### config.mk
export PLATFORM = sky130hd
export DESIGN_NAME = dskc_regfront
export DESIGN_NICKNAME = d
export VERILOG_FILES = /design/src/rtl/dskc_pkg.sv /design/src/rtl/dskc_unlock.sv /design/src/rtl/dskc_legacy.sv /design/src/rtl/dskc_ext.sv /design/src/rtl/dskc_regfront.sv
export SDC_FILE = /design/constraint.sdc
export NUM_CORES = 1
export LEC_CHECK = 0
export ABC_AREA = 0
export ABC_CLOCK_PERIOD_IN_PS = 1800
export BUFFER_PORTS_ARGS = -buffer_cell sky130_fd_sc_hd__buf_2
export CORE_AREA = 2 2 62 88
export CTS_CLUSTER_DIAMETER = 80
export DETAILED_ROUTE_END_ITERATION = 10
export DIE_AREA = 0 0 64 90
export HOLD_SLACK_MARGIN = 0.1
export PLACE_DENSITY = 0.77
export SETUP_SLACK_MARGIN = 0.15
export SYNTH_ARGS = -nofsm -noshare
export SYNTH_HDL_FRONTEND = slang
export SYNTH_SLANG_ARGS = --single-unit
### constraint.sdc
create_clock -name clk -period 1.8 [get_ports clk]
set_clock_uncertainty 0.1 [all_clocks]
set_input_delay 0.18 -clock clk [delete_from_list [all_inputs] [get_ports clk]]
set_output_delay 0.18 -clock clk [all_outputs]
set_load 0.01 [all_outputs]
### src/rtl/dskc_pkg.sv
package dskc_pkg;

    localparam int DW    = 8;
    localparam int IDX_W = 4;

    // switch selects, in the order index bits [3:1] decode them
    typedef enum logic [2:0] {
        SW_PH0, SW_PH1, SW_PH2, SW_PH3, SW_MOTOR, SW_DRIVE, SW_SHA, SW_SHB
    } sw_sel_e;

    typedef enum logic [1:0] {
        KEY_S0, KEY_S1, KEY_S2, KEY_S3
    } key_step_e;

    localparam logic [DW-1:0] KEY_MAIN    = 8'h57;
    localparam logic [DW-1:0] KEY_ALT     = 8'h17;
    localparam logic [DW-1:0] SENSE_PHASE = 8'h77;
    localparam logic [DW-1:0] SENSE_BIT   = 8'h08;

    localparam logic [IDX_W-1:0] IX_PHASE_WR = 4'd4;
    localparam logic [IDX_W-1:0] IX_MODE_CLR = 4'd6;
    localparam logic [IDX_W-1:0] IX_MODE_SET = 4'd7;
    localparam logic [IDX_W-1:0] IX_PHASE_RD = 4'd12;
    localparam logic [IDX_W-1:0] IX_HSHAKE   = 4'd15;

    typedef struct packed {
        logic             rd;
        logic             wr;
        logic [IDX_W-1:0] idx;
        logic [DW-1:0]    wdata;
    } bus_req_t;

    function automatic logic [DW-1:0] key_expect(key_step_e s);
        return (s == KEY_S1) ? KEY_ALT : KEY_MAIN;
    endfunction

endpackage

### src/rtl/dskc_unlock.sv
module dskc_unlock
    import dskc_pkg::*;
(
    input  logic          clk,
    input  logic          rst,
    input  logic          key_wr,
    input  logic [DW-1:0] key,
    output logic          unlock
);

    key_step_e step_q;
    logic      hit;

    assign hit    = key_wr && (key == key_expect(step_q));
    assign unlock = hit && (step_q == KEY_S3);

    always_ff @(posedge clk) begin
        if (rst) begin
            step_q <= KEY_S0;
        end else if (hit) begin
            step_q <= (step_q == KEY_S3) ? KEY_S0 : key_step_e'(step_q + 2'd1);
        end
    end

    // a wrong key value keeps the step
    p_step_hold_r4: assert property (@(posedge clk) disable iff (rst)
        (key_wr && key != key_expect(step_q)) |=> $stable(step_q));

    // completion returns the detector to its first step
    p_step_wrap_r5: assert property (@(posedge clk) disable iff (rst)
        unlock |=> (step_q == KEY_S0));

endmodule

### src/rtl/dskc_legacy.sv
module dskc_legacy
    import dskc_pkg::*;
(
    input  logic          clk,
    input  logic          rst,
    input  logic          en,
    input  bus_req_t      req,
    output logic [DW-1:0] sw_q,
    output logic [DW-1:0] data_q,
    output logic [DW-1:0] mode_q,
    output logic          mode_wr
);

    logic [DW-1:0] sw_n;
    logic          access;
    logic          steer;
    logic          data_wr;

    assign access = en && (req.rd || req.wr);

    always_comb begin
        sw_n = sw_q;
        if (access) begin
            sw_n[req.idx[IDX_W-1:1]] = req.idx[0];
        end
    end

    // steering sees the switches as this access leaves them
    assign steer   = en && req.wr && sw_n[SW_SHA] && sw_n[SW_SHB];
    assign data_wr = steer && sw_n[SW_MOTOR];
    assign mode_wr = steer && !sw_n[SW_MOTOR];

    always_ff @(posedge clk) begin
        if (rst) begin
            sw_q   <= '0;
            data_q <= '0;
            mode_q <= '0;
        end else begin
            sw_q <= sw_n;
            if (data_wr) data_q <= req.wdata;
            if (mode_wr) mode_q <= req.wdata;
        end
    end

    // addressed switch takes index bit 0
    p_switch_load_r2: assert property (@(posedge clk) disable iff (rst)
        access |=> (sw_q[$past(req.idx[IDX_W-1:1])] == $past(req.idx[0])));

    // motor-on write with both shift switches set lands in the data latch
    p_steer_data_r3: assert property (@(posedge clk) disable iff (rst)
        (en && req.wr && req.idx == 4'd9 && sw_q[SW_SHA] && sw_q[SW_SHB])
        |=> (data_q == $past(req.wdata)));

    // a disabled personality leaves the switches alone
    p_frozen_r5: assert property (@(posedge clk) disable iff (rst)
        !en |=> $stable(sw_q) && $stable(data_q) && $stable(mode_q));

endmodule

### src/rtl/dskc_ext.sv
module dskc_ext
    import dskc_pkg::*;
(
    input  logic          clk,
    input  logic          rst,
    input  logic          en,
    input  bus_req_t      req,
    output logic [DW-1:0] phase_q,
    output logic [DW-1:0] mode_q,
    output logic [DW-1:0] rd_val
);

    always_ff @(posedge clk) begin
        if (rst) begin
            phase_q <= '0;
            mode_q  <= '0;
        end else if (en && req.wr) begin
            case (req.idx)
                IX_PHASE_WR: phase_q <= req.wdata;
                IX_MODE_CLR: mode_q  <= mode_q & ~req.wdata;
                IX_MODE_SET: mode_q  <= mode_q | req.wdata;
                default:     ;
            endcase
        end
    end

    always_comb begin
        case (req.idx)
            IX_PHASE_RD: rd_val = phase_q;
            IX_HSHAKE:   rd_val = (phase_q == SENSE_PHASE) ? SENSE_BIT : '0;
            default:     rd_val = '0;
        endcase
    end

    // clear and set addresses act bitwise on the mode register
    p_mode_clr_r7: assert property (@(posedge clk) disable iff (rst)
        (en && req.wr && req.idx == 4'd6) |=> ((mode_q & $past(req.wdata)) == 8'h00));
    p_mode_set_r7: assert property (@(posedge clk) disable iff (rst)
        (en && req.wr && req.idx == 4'd7) |=> ((mode_q & $past(req.wdata)) == $past(req.wdata)));

    // unimplemented write slots leave both registers untouched
    p_ignore_wr_r10: assert property (@(posedge clk) disable iff (rst)
        (en && req.wr && (req.idx < 4'd4 || req.idx == 4'd5))
        |=> $stable(phase_q) && $stable(mode_q));

endmodule

### src/rtl/dskc_regfront.sv
module dskc_regfront
    import dskc_pkg::*;
#(
    parameter int IDX_LSB = 9,
    localparam int ADDR_W = IDX_LSB + IDX_W
) (
    input  logic              clk,
    input  logic              rst,
    input  logic [ADDR_W-1:0] bus_addr,
    input  logic [DW-1:0]     bus_wdata,
    input  logic              bus_rd,
    input  logic              bus_wr,
    output logic [DW-1:0]     bus_rdata,
    output logic [DW-1:0]     sw_latch,
    output logic [DW-1:0]     leg_data,
    output logic [DW-1:0]     leg_mode,
    output logic              ext_active,
    output logic [DW-1:0]     ext_phase,
    output logic [DW-1:0]     ext_mode
);

    bus_req_t      req;
    logic          key_wr;
    logic          unlock;
    logic [DW-1:0] ext_rd;

    assign req.rd    = bus_rd;
    assign req.wr    = bus_wr;
    assign req.idx   = bus_addr[IDX_LSB +: IDX_W];
    assign req.wdata = bus_wdata;

    dskc_legacy u_legacy (
        .clk     (clk),
        .rst     (rst),
        .en      (!ext_active),
        .req     (req),
        .sw_q    (sw_latch),
        .data_q  (leg_data),
        .mode_q  (leg_mode),
        .mode_wr (key_wr)
    );

    dskc_unlock u_unlock (
        .clk    (clk),
        .rst    (rst),
        .key_wr (key_wr),
        .key    (bus_wdata),
        .unlock (unlock)
    );

    dskc_ext u_ext (
        .clk     (clk),
        .rst     (rst),
        .en      (ext_active),
        .req     (req),
        .phase_q (ext_phase),
        .mode_q  (ext_mode),
        .rd_val  (ext_rd)
    );

    always_ff @(posedge clk) begin
        if (rst) begin
            ext_active <= 1'b0;
            bus_rdata  <= '0;
        end else begin
            if (unlock) ext_active <= 1'b1;
            if (bus_rd) bus_rdata <= ext_active ? ext_rd : '0;
        end
    end

    // extended personality is sticky
    p_sticky_r5: assert property (@(posedge clk) disable iff (rst)
        ext_active |=> ext_active);

    // legacy reads return zero
    p_legacy_rd_r6: assert property (@(posedge clk) disable iff (rst)
        (bus_rd && !ext_active) |=> (bus_rdata == 8'h00));

    // phase read-back
    p_phase_rd_r8: assert property (@(posedge clk) disable iff (rst)
        (bus_rd && ext_active && bus_addr[IDX_LSB +: IDX_W] == 4'd12)
        |=> (bus_rdata == $past(ext_phase)));

    // handshake sense
    p_sense_r9: assert property (@(posedge clk) disable iff (rst)
        (bus_rd && ext_active && bus_addr[IDX_LSB +: IDX_W] == 4'd15)
        |=> (bus_rdata == (($past(ext_phase) == 8'h77) ? 8'h08 : 8'h00)));

    // read data holds between reads
    p_rdata_hold_r12: assert property (@(posedge clk) disable iff (rst)
        !bus_rd |=> $stable(bus_rdata));

    // reset clears the visible state
    p_reset_r11: assert property (@(posedge clk)
        rst |=> (!ext_active && sw_latch == 8'h00 && leg_data == 8'h00 &&
                 leg_mode == 8'h00 && ext_phase == 8'h00 && ext_mode == 8'h00 &&
                 bus_rdata == 8'h00));

endmodule

==> impl_metrics.py, run 1 <==
metrics = {
    "run_status": {
        "status": "finished, final reports clean",
    },
    "final_layout": {
        "final_cell_mix": "buf_2 (64), nor2_1 (50), dfxtp_1 (50), mux2i_1 (38), buf_4 (17)",
        "area_growth_pct": 34.4,
        "drive_above_1_share_pct": 34.9,
        "diodes": 0,
        "utilization_pct": 58.4,
        "mostFrequentLayoutCell": "buf_2",
        "design_area_um2": 2920,
        "nNetsFinal": 338,
    },
    "logic_synthesis": {
        "synth_nets": 252,
        "synth_cell_types": 37,
        "syn_inst": 225,
        "synth_seq_cells": 51,
        "synthesis.area_um2": 2170,
        "synth_top_area_share_pct": 47.0,
        "syn_avg_cell_area_um2": 9.66,
        "ys_seq_area_share_pct": 47.0,
        "yosys.area.top_type": "dfxtp_1",
        "synth_ff_type": "dfxtp_1",
        "yosys_warnings": 0,
        "synth_area_leaders": "dfxtp_1 (47%), mux2i_1 (18%), nor2_1 (8.6%)",
        "async_flop_share_pct": 0,
        "synth_edf_count": 0,
    },
    "route": {
        "vias": 1920,
        "drtAntennaViolNets": 0,
        "drt_iter0_drc": 95,
        "wl_per_cell_um": 14.4,
        "viasPerCell": 5.08,
        "drt-total-wl_mm": 5.44,
        "dr.pass1.iters": 4,
        "route.detailed.drc": 0,
    },
    "setup_path": {
        "rr_endpoint": "u_legacy.data_q[4]",
        "cp.arrival_ns": 1.87,
        "cp.required_ns": 1.89,
        "path_class": "flop to flop",
        "reg2reg_depth": 7,
        "regToRegStartpoint": "ext_active",
        "reg2reg_setup_slack_ns": 0.02,
        "worst_setup_path_start_kind": "flop",
        "cp_max_fo": 8,
        "crit_path_end_kind": "flop",
    },
    "global_route": {
        "gr-usage-met2_pct": 33.5,
        "grt_remaining_overflow": 0,
        "grt_busiest_layer": "met2",
        "grt_pass1_vias": 1830,
        "grt.total_usage_pct": 19.3,
        "use_met3_pct": 3.63,
        "antenna_found_initial": 0,
        "grt_max_degree": 44,
        "grt_pass1_wl_mm": 8.77,
        "use_met1_pct": 22.4,
    },
    "placement": {
        "placed_cell_area_um2": 2710,
        "dp_hpwl_mm": 3.82,
        "gp_congestion": 0.813,
        "port_buffers": 64,
    },
    "clocking": {
        "numCtsBuffers": 5,
        "clock_sinks": 51,
        "clk_path_buf_depth": 2,
        "root_buffer": "clkbuf_8",
        "cts_max_level": 2,
        "clk_pin_slew_ns": 0.09,
        "clk_latency_ns": 0.31,
        "cts_tree": "yes",
    },
    "floorplan": {
        "coreArea_um2": 5000,
        "std_cell_rows": 31,
        "chipHeight_um": 90,
        "io_pins": 74,
        "fp.dieW_um": 64,
        "start_util_pct": 43.4,
        "die-area_um2": 5760,
    },
    "sta": {
        "setup_viol": 0,
        "final-max-slew-violation-count": 0,
        "hold_viol": 0,
        "rsz0062_at_grt": "yes",
        "fmax_ghz": 0.562,
        "fin_crit_ns": 1.78,
        "period_share_pct": 98.9,
        "worstMarginPinSlew_ns": 0.505,
        "maxSlewHeadroom_pct": 66.1,
    },
    "power_and_ir_drop": {
        "power.density_nw_per_um2": 674,
        "p_leak_nw": 1.40,
        "vdd_drop_max_uv": 399,
    },
    "run": {
        "maxCapViolations": 0,
    },
    "hold_path": {
        "min_to": "u_ext.phase_q[3]",
        "min_path_type": "primary input to flop",
        "hold_start": "bus_wdata[3]",
        "hold_depth": 3,
    },
}
[stage by stage]
stage	power (mW)	setup TNS [ns]	std cells	hold WS, ns	worst slack, ns
detailed placement	1.32	0	363	0.359	0.0103
finish	1.97	0	378	0.106	0.0192
CTS	1.97	0	377	0.104	0.0686
global route	2.04	-0.198	378	0.118	-0.0548
floorplan	1.25	-0.678	225	0.224	-0.0793
global placement	1.31	0	363	0.356	0.0556
[layer usage]
| metal | part of all wire [%] | routed length, µm |
|---|---|---|
| met4 | 2.8 | 152 |
| met3 | 3.9 | 212 |
| met2 | 51 | 2780 |
| met1 | 42 | 2300 |
| met5 | 0 | 0 |
[Yosys cell counts, types with 2 or more instances]
library cell	count
nand4_1	3
nor4_4	2
buf_6	2
mux2i_1	38
nand2_1	13
nor2b_1	4
ha_1	2
nand3_1	6
nor3_1	4
clkinv_1	2
nor2_1	50
a21oi_1	11
clkbuf_1	7
nand2b_1	2
and2b_1	7
dfxtp_1	51
[kinds of logic after synthesis]
group | Yosys count | share of synthesized area, %
buffers and inverters | 15 | 3.51
flip-flops | 51 | 47.0
AND/OR/NAND/NOR | 97 | 22.9
XOR/XNOR | 1 | 0.403
AO/OA/AOI/OAI | 20 | 7.08
multiplexers | 39 | 18.0
adder cells (fa/ha/maj) | 2 | 1.15
[repair_timing]
| action | CTS | global route |
|---|---|---|
| hold endpoints to repair | 14 | 0 |
| endpoints found under the setup margin | 19 | 17 |
| pin swaps | 4 | 5 |
| gates resized for setup | 6 | 5 |
| hold buffers | 5 | 0 |
| buffers inserted | 1 | 1 |
[final cells by class]
type	count	area [µm²]
clock buffer	6	72.6
inverter	3	11.3
sequential	51	1020
fill	436	2080
multi-input combinational	159	1150
clock inverter	2	11.3
tap	66	82.6
timing repair buffer	91	572
[critical path, cell delays in order, from the launching register on]
cell and delay, ns:
dfxtp_4 0.36, o21ba_4 0.26, nand4_1 0.11, buf_6 0.15
a211oi_4 0.24, buf_12 0.17, mux2i_1 0.20, nor2_1 0.05
[worst max path at each step]
stage / slack (ns) / to / start / cells past startpoint
floorplan: -0.08 / u_legacy.data_q[0] / ext_active / 6
global placement: 0.06 / u_legacy.mode_q[5] / bus_addr[10] / 8
detailed placement: 0.01 / u_legacy.mode_q[5] / bus_addr[10] / 8
CTS: 0.07 / u_legacy.data_q[4] / ext_active / 7
global route: -0.05 / u_legacy.data_q[4] / ext_active / 7
finish: 0.02 / u_legacy.data_q[4] / ext_active / 7
[report_power, final]
| part | switching, mW | internal, mW | leakage, nW | total [mW] |
|---|---|---|---|---|
| combinational | 0.102 | 0.0720 | 0.942 | 0.174 |
| clock | 0.385 | 0.274 | 0.0455 | 0.658 |
| sequential | 0.00394 | 1.13 | 0.412 | 1.14 |
| total | 0.490 | 1.48 | 1.40 | 1.97 |
Note: power is estimated with default switching activity, not from simulation.
==> run 2, diff against run 1 <==
--- a/config.mk
+++ b/config.mk
@@ -8,12 +8,14 @@
 export ABC_AREA = 0
 export ABC_CLOCK_PERIOD_IN_PS = 1800
 export BUFFER_PORTS_ARGS = -buffer_cell sky130_fd_sc_hd__buf_2
-export CORE_AREA = 2 2 62 88
+export CELL_PAD_IN_SITES_DETAIL_PLACEMENT = 1
+export CELL_PAD_IN_SITES_GLOBAL_PLACEMENT = 1
+export CORE_AREA = 2 2 72 102
 export CTS_CLUSTER_DIAMETER = 80
 export DETAILED_ROUTE_END_ITERATION = 10
-export DIE_AREA = 0 0 64 90
+export DIE_AREA = 0 0 74 104
 export HOLD_SLACK_MARGIN = 0.1
-export PLACE_DENSITY = 0.77
+export PLACE_DENSITY = 0.76
 export SETUP_SLACK_MARGIN = 0.15
 export SYNTH_ARGS = -nofsm -noshare
 export SYNTH_HDL_FRONTEND = slang
==> run 2 against run 1 <==
Against the previous run: the run now ends with negative setup slack left; sequential power is essentially flat; hold slack is essentially flat; cell area is essentially flat; clock power shrank 3%; sequential share of layout area is essentially flat; routed wire length grew 9.4%; core utilization shrank 15 points; clock-buffer cell count shrank 1; final cell count grew 6.6%.
==> impl_metrics.py, run 2 (same netlist as run 1, synthesis figures left out) <==
metrics = {
    "clocking": {
        "clk_latency_ns": 0.31,
        "cts_tree": "yes",
        "cts_max_level": 2,
        "numCtsBuffers": 5,
        "clk_pin_slew_ns": 0.09,
        "clock_sinks": 51,
        "clk_path_buf_depth": 2,
        "root_buffer": "clkbuf_8",
    },
    "run_status": {
        "status": "finished, violations left",
        "violations": "negative setup slack",
    },
    "final_layout": {
        "final_cell_mix": "buf_2 (64), nor2_1 (50), dfxtp_1 (50), mux2i_1 (35), buf_4 (17)",
        "utilization_pct": 42.9,
        "diodes": 0,
        "multiInputGateArea_um2": 1140,
        "mostFrequentLayoutCell": "buf_2",
        "drive_above_1_share_pct": 36.0,
        "fill_cells": 808,
        "design_area_um2": 2920,
        "nNetsFinal": 335,
        "seq_area_um2": 1020,
        "area_growth_pct": 34.3,
    },
    "setup_path": {
        "cp.arrival_ns": 1.90,
        "crit_chain": "o21ba_4 > nand4_1 > buf_6 > a211oi_4 > buf_12 > mux2i_2 > nor2_1",
        "max_stage_delay_ns": 0.36,
        "cp_max_fo": 8,
        "critPathSlowestCell": "dfxtp_4",
        "cp.required_ns": 1.89,
        "worst_setup_path_start_kind": "flop",
        "crit_path_end_kind": "flop",
        "path_class": "flop to flop",
    },
    "sta": {
        "fin_crit_ns": 1.81,
        "worstMarginPinSlew_ns": 0.484,
        "rsz0062_at_grt": "yes",
        "fmax_ghz": 0.553,
        "hold_viol": 0,
        "setup_viol": 2,
        "finalWorstSetupSlack_ns": -0.00976,
        "final-max-slew-violation-count": 0,
        "maxSlewHeadroom_pct": 67.7,
        "period_share_pct": 101,
    },
    "route": {
        "route.detailed.drc": 0,
        "wl_per_cell_um": 14.8,
        "vias": 1889,
        "drtAntennaViolNets": 0,
        "viasPerCell": 4.69,
        "drt-total-wl_mm": 5.95,
        "dr.pass1.iters": 4,
        "drt_iter0_drc": 59,
    },
    "floorplan": {
        "io_pins": 74,
        "coreArea_um2": 6800,
        "die-area_um2": 7700,
        "start_util_pct": 32.0,
        "std_cell_rows": 36,
        "chipHeight_um": 104,
        "fp.dieW_um": 74,
    },
    "global_route": {
        "grt_pass1_wl_mm": 9.61,
        "grt.total_usage_pct": 16.2,
        "grt_remaining_overflow": 0,
        "grt_pass1_vias": 1975,
        "grt_max_degree": 27,
        "antenna_found_initial": 0,
    },
    "power_and_ir_drop": {
        "power.density_nw_per_um2": 665,
        "p_leak_nw": 1.37,
        "vdd_drop_max_uv": 378,
        "power.total_mw": 1.94,
    },
    "placement": {
        "dp_hpwl_mm": 4.38,
        "placed_cell_area_um2": 2750,
        "port_buffers": 64,
        "gp_congestion": 0.762,
    },
    "hold_path": {
        "min_path_type": "primary input to flop",
    },
    "run": {
        "maxCapViolations": 0,
    },
}
==> run 2: metal layers <==
layer	track usage, %	up-vias	routed length, µm
met5	0	-	0
met4	5.45	0	96
met3	3.88	5	192
met2	27.5	34	3110
met1	19.6	915	2550
li1	-	935	-
==> run 2: area by class of cell <==
cell class,instances,area share (%)
multi-input cells,159,39.0
flip-flops and latches,51,35.1
repair buffers,88,18.6
well taps,95,4.07
clock buffers,5,2.36
clock inverters,2,0.471
inverters,3,0.386
==> run 2: worst paths after layout <==
check,startpoint,to,slack (ns),cells after the start
max reg2reg,ext_active,u_legacy.data_q[0],-0.01,7
min reg2reg,bus_rdata[3],bus_rdata[3],0.37,2
max,ext_active,u_legacy.data_q[0],-0.01,7
min,bus_wdata[5],u_legacy.mode_q[5],0.11,3
==> run 2: worst max-delay path, delay by kind of cell (launching register included) <==
kind            cells  cell delay (ns)
compound gates      2             0.49
flops               1             0.36
buf+inv             2             0.34
mux                 1             0.21
simple gates        2             0.18
==> run 2: power by group <==
group	switching, mW	internal, mW	leakage [nW]	total [mW]
clock	0.373	0.266	0.0440	0.639
combinational	0.100	0.0664	0.917	0.167
sequential	0.00418	1.13	0.412	1.14
==> run 2: what timing repair did <==
item	4_1_cts	5_1_grt
endpoints found under the hold margin	2	0
pin swaps	6	3
buffers inserted	2	0
setup endpoints to repair	19	20
gates resized for setup	4	9
hold buffers	1	0
==> run 2: through the flow <==
stage / worst slack, ns / setup TNS [ns] / hold slack [ns] / instances
detailed placement: -0.0116 / -0.0136 / 0.361 / 393
global route: -0.0641 / -0.357 / 0.114 / 403
global placement: 0.00583 / 0 / 0.359 / 393
CTS: 0.0362 / 0 / 0.106 / 403
finish: -0.00976 / -0.0104 / 0.106 / 403
floorplan: -0.0793 / -0.678 / 0.224 / 225
==> run 3, diff against run 2 <==
==> constraint.sdc (replaced) <==
create_clock -name clk -period 1.8 [get_ports clk]
set_clock_uncertainty 0.1 [all_clocks]
set_input_delay 0.09 -clock clk [delete_from_list [all_inputs] [get_ports clk]]
set_output_delay 0.09 -clock clk [all_outputs]
set_load 0.01 [all_outputs]
==> run 3 against run 2 <==
Against the previous run: the run now ends clean; flip-flop and latch count is the same; cell area rose by 2.6%; fmax up 1.1%; global-route usage grew 0.64 points; register-to-register slack better by 0.02 ns; routed wire length grew 4.3%; critical path depth down 1; die area is the same; clock power rose by 7.8%; final cell count is 1.7% higher; critical path type unchanged; largest cell class unchanged; largest power group unchanged.
==> impl_metrics.py, run 3 (same netlist as run 1, synthesis figures left out) <==
metrics = {
    "route": {
        "drt-total-wl_mm": 6.20,
        "wl_per_cell_um": 15.1,
        "vias": 1910,
        "route.detailed.drc": 0,
        "dr.pass1.iters": 4,
        "drt_iter0_drc": 81,
        "viasPerCell": 4.66,
        "drtAntennaViolNets": 0,
    },
    "sta": {
        "hold_viol": 0,
        "rsz0062_at_grt": "yes",
        "worstMarginPinSlew_ns": 0.506,
        "setup_viol": 0,
        "final-max-slew-violation-count": 0,
        "hold_ws_ns": 0.151,
        "period_share_pct": 99.4,
        "fmax_ghz": 0.559,
        "fin_crit_ns": 1.79,
        "maxSlewHeadroom_pct": 66.2,
        "final.setup.tns_ns": 0,
    },
    "setup_path": {
        "cp.required_ns": 1.90,
        "crit_chain": "o21ba_4 > a41oi_4 > nand4bb_4 > buf_6 > nor4_4 > mux2_4",
        "rr_endpoint": "u_unlock.step_q[0]",
        "cp.arrival_ns": 1.89,
        "reg2reg_setup_slack_ns": 0.01,
        "max_stage_delay_ns": 0.36,
        "path_buf_inv": 1,
        "path_class": "flop to flop",
        "regToRegStartpoint": "ext_active",
        "critPathSlowestCell": "dfxtp_4",
        "crit_family": "compound AO/OA/AOI/OAI gates",
        "reg2reg_depth": 6,
        "worst_setup_path_start_kind": "flop",
        "crit_path_start": "ext_active",
        "crit_path_end_kind": "flop",
        "cp_max_fo": 4,
    },
    "final_layout": {
        "nNetsFinal": 342,
        "diodes": 0,
        "utilization_pct": 44.0,
        "drive_above_1_share_pct": 33.7,
        "area_growth_pct": 37.8,
        "fill_cells": 812,
        "mostFrequentLayoutCell": "buf_2",
        "final_cell_mix": "buf_2 (64), nor2_1 (50), dfxtp_1 (50), mux2i_1 (38), buf_4 (13)",
    },
    "global_route": {
        "grt_pass1_vias": 1977,
        "grt_remaining_overflow": 0,
        "grt_max_degree": 51,
        "antenna_found_initial": 0,
        "grt_pass1_wl_mm": 9.96,
        "grt.total_usage_pct": 16.9,
    },
    "hold_path": {
        "min_path_type": "primary input to flop",
        "hold_depth": 4,
        "hold_start": "bus_addr[9]",
        "min_to": "u_legacy.sw_q[4]",
    },
    "power_and_ir_drop": {
        "vdd_drop_max_uv": 441,
        "p_leak_nw": 1.41,
        "power.total_mw": 2.01,
        "power.density_nw_per_um2": 671,
    },
    "run_status": {
        "status": "finished, final reports clean",
    },
    "placement": {
        "dp_hpwl_mm": 4.32,
        "port_buffers": 64,
        "gp_congestion": 0.741,
    },
    "floorplan": {
        "io_pins": 74,
        "std_cell_rows": 36,
        "fp.dieW_um": 74,
        "start_util_pct": 32.0,
        "chipHeight_um": 104,
        "coreArea_um2": 6800,
        "die-area_um2": 7700,
    },
    "clocking": {
        "root_buffer": "clkbuf_8",
        "clk_path_buf_depth": 2,
        "clk_pin_slew_ns": 0.09,
        "clock_sinks": 51,
        "numCtsBuffers": 5,
        "clk_latency_ns": 0.31,
        "cts_max_level": 2,
        "cts_tree": "yes",
    },
    "run": {
        "maxCapViolations": 0,
    },
}
run 3: changes by cell type in the layout (fill, tap and decap cells not counted), sizes merged:
cell	change
dlygate4sd3	+10
buf	-3
clkinv	-2
clkbuf	+1
inv	+1
run 3: worst register-to-register path, stage by stage (launching register included):
cell and delay (ns):
dfxtp_4 0.36, o21ba_4 0.26, a41oi_4 0.13, nand4bb_4 0.24
buf_6 0.15, nor4_4 0.14, mux2_4 0.32
run 3: final cells by class:
cell class | count | area (µm²) | share of cell area (%)
clock inverters | 1 | 8.76 | 0.293
well taps | 95 | 119 | 3.97
multi-input cells | 159 | 1130 | 37.8
clock buffers | 6 | 82.6 | 2.76
inverters | 3 | 11.3 | 0.376
repair buffers | 95 | 616 | 20.6
flip-flops and latches | 51 | 1020 | 34.2
run 3: metal layers:
metal  track usage [%]  share of wire, %  up-vias
met1              19.6                42      919
met3              3.10               3.0        6
met2              29.7                53       39
li1                  -                 -      946
met5                 0                 0        -
met4              6.36               1.9        0
run 3: stage by stage:
step | instances | setup slack, ns | cell area (µm²)
2_1_floorplan | 225 | -0.0793 | 2200
3_3_place_gp | 388 | 0.0400 | 2700
6_report | 410 | 0.0106 | 2990
5_1_grt | 410 | -0.0536 | 2990
4_1_cts | 409 | 0.0382 | 2950
3_5_place_dp | 388 | -0.0577 | 2700
run 3: timing repair:
item / in CTS / in global routing
pin swaps: 3 / 4
buffers inserted: 3 / 1
gates resized for setup: 4 / 8
setup endpoints to repair: 19 / 20
hold buffers: 11 / 0
endpoints found under the hold margin: 40 / 0
run 3: worst max-delay path by stage:
stage,to,cells after the start
global placement,u_legacy.mode_q[0],6
floorplan,u_legacy.data_q[0],6
detailed placement,u_legacy.mode_q[1],6
CTS,u_unlock.step_q[0],6
finish,u_unlock.step_q[0],6
global route,u_legacy.data_q[0],7
run 3: power by group:
group	switching (mW)	total, mW	internal [mW]
logic	0.104	0.185	0.0806
registers	0.00400	1.14	1.13
clock network	0.380	0.689	0.310
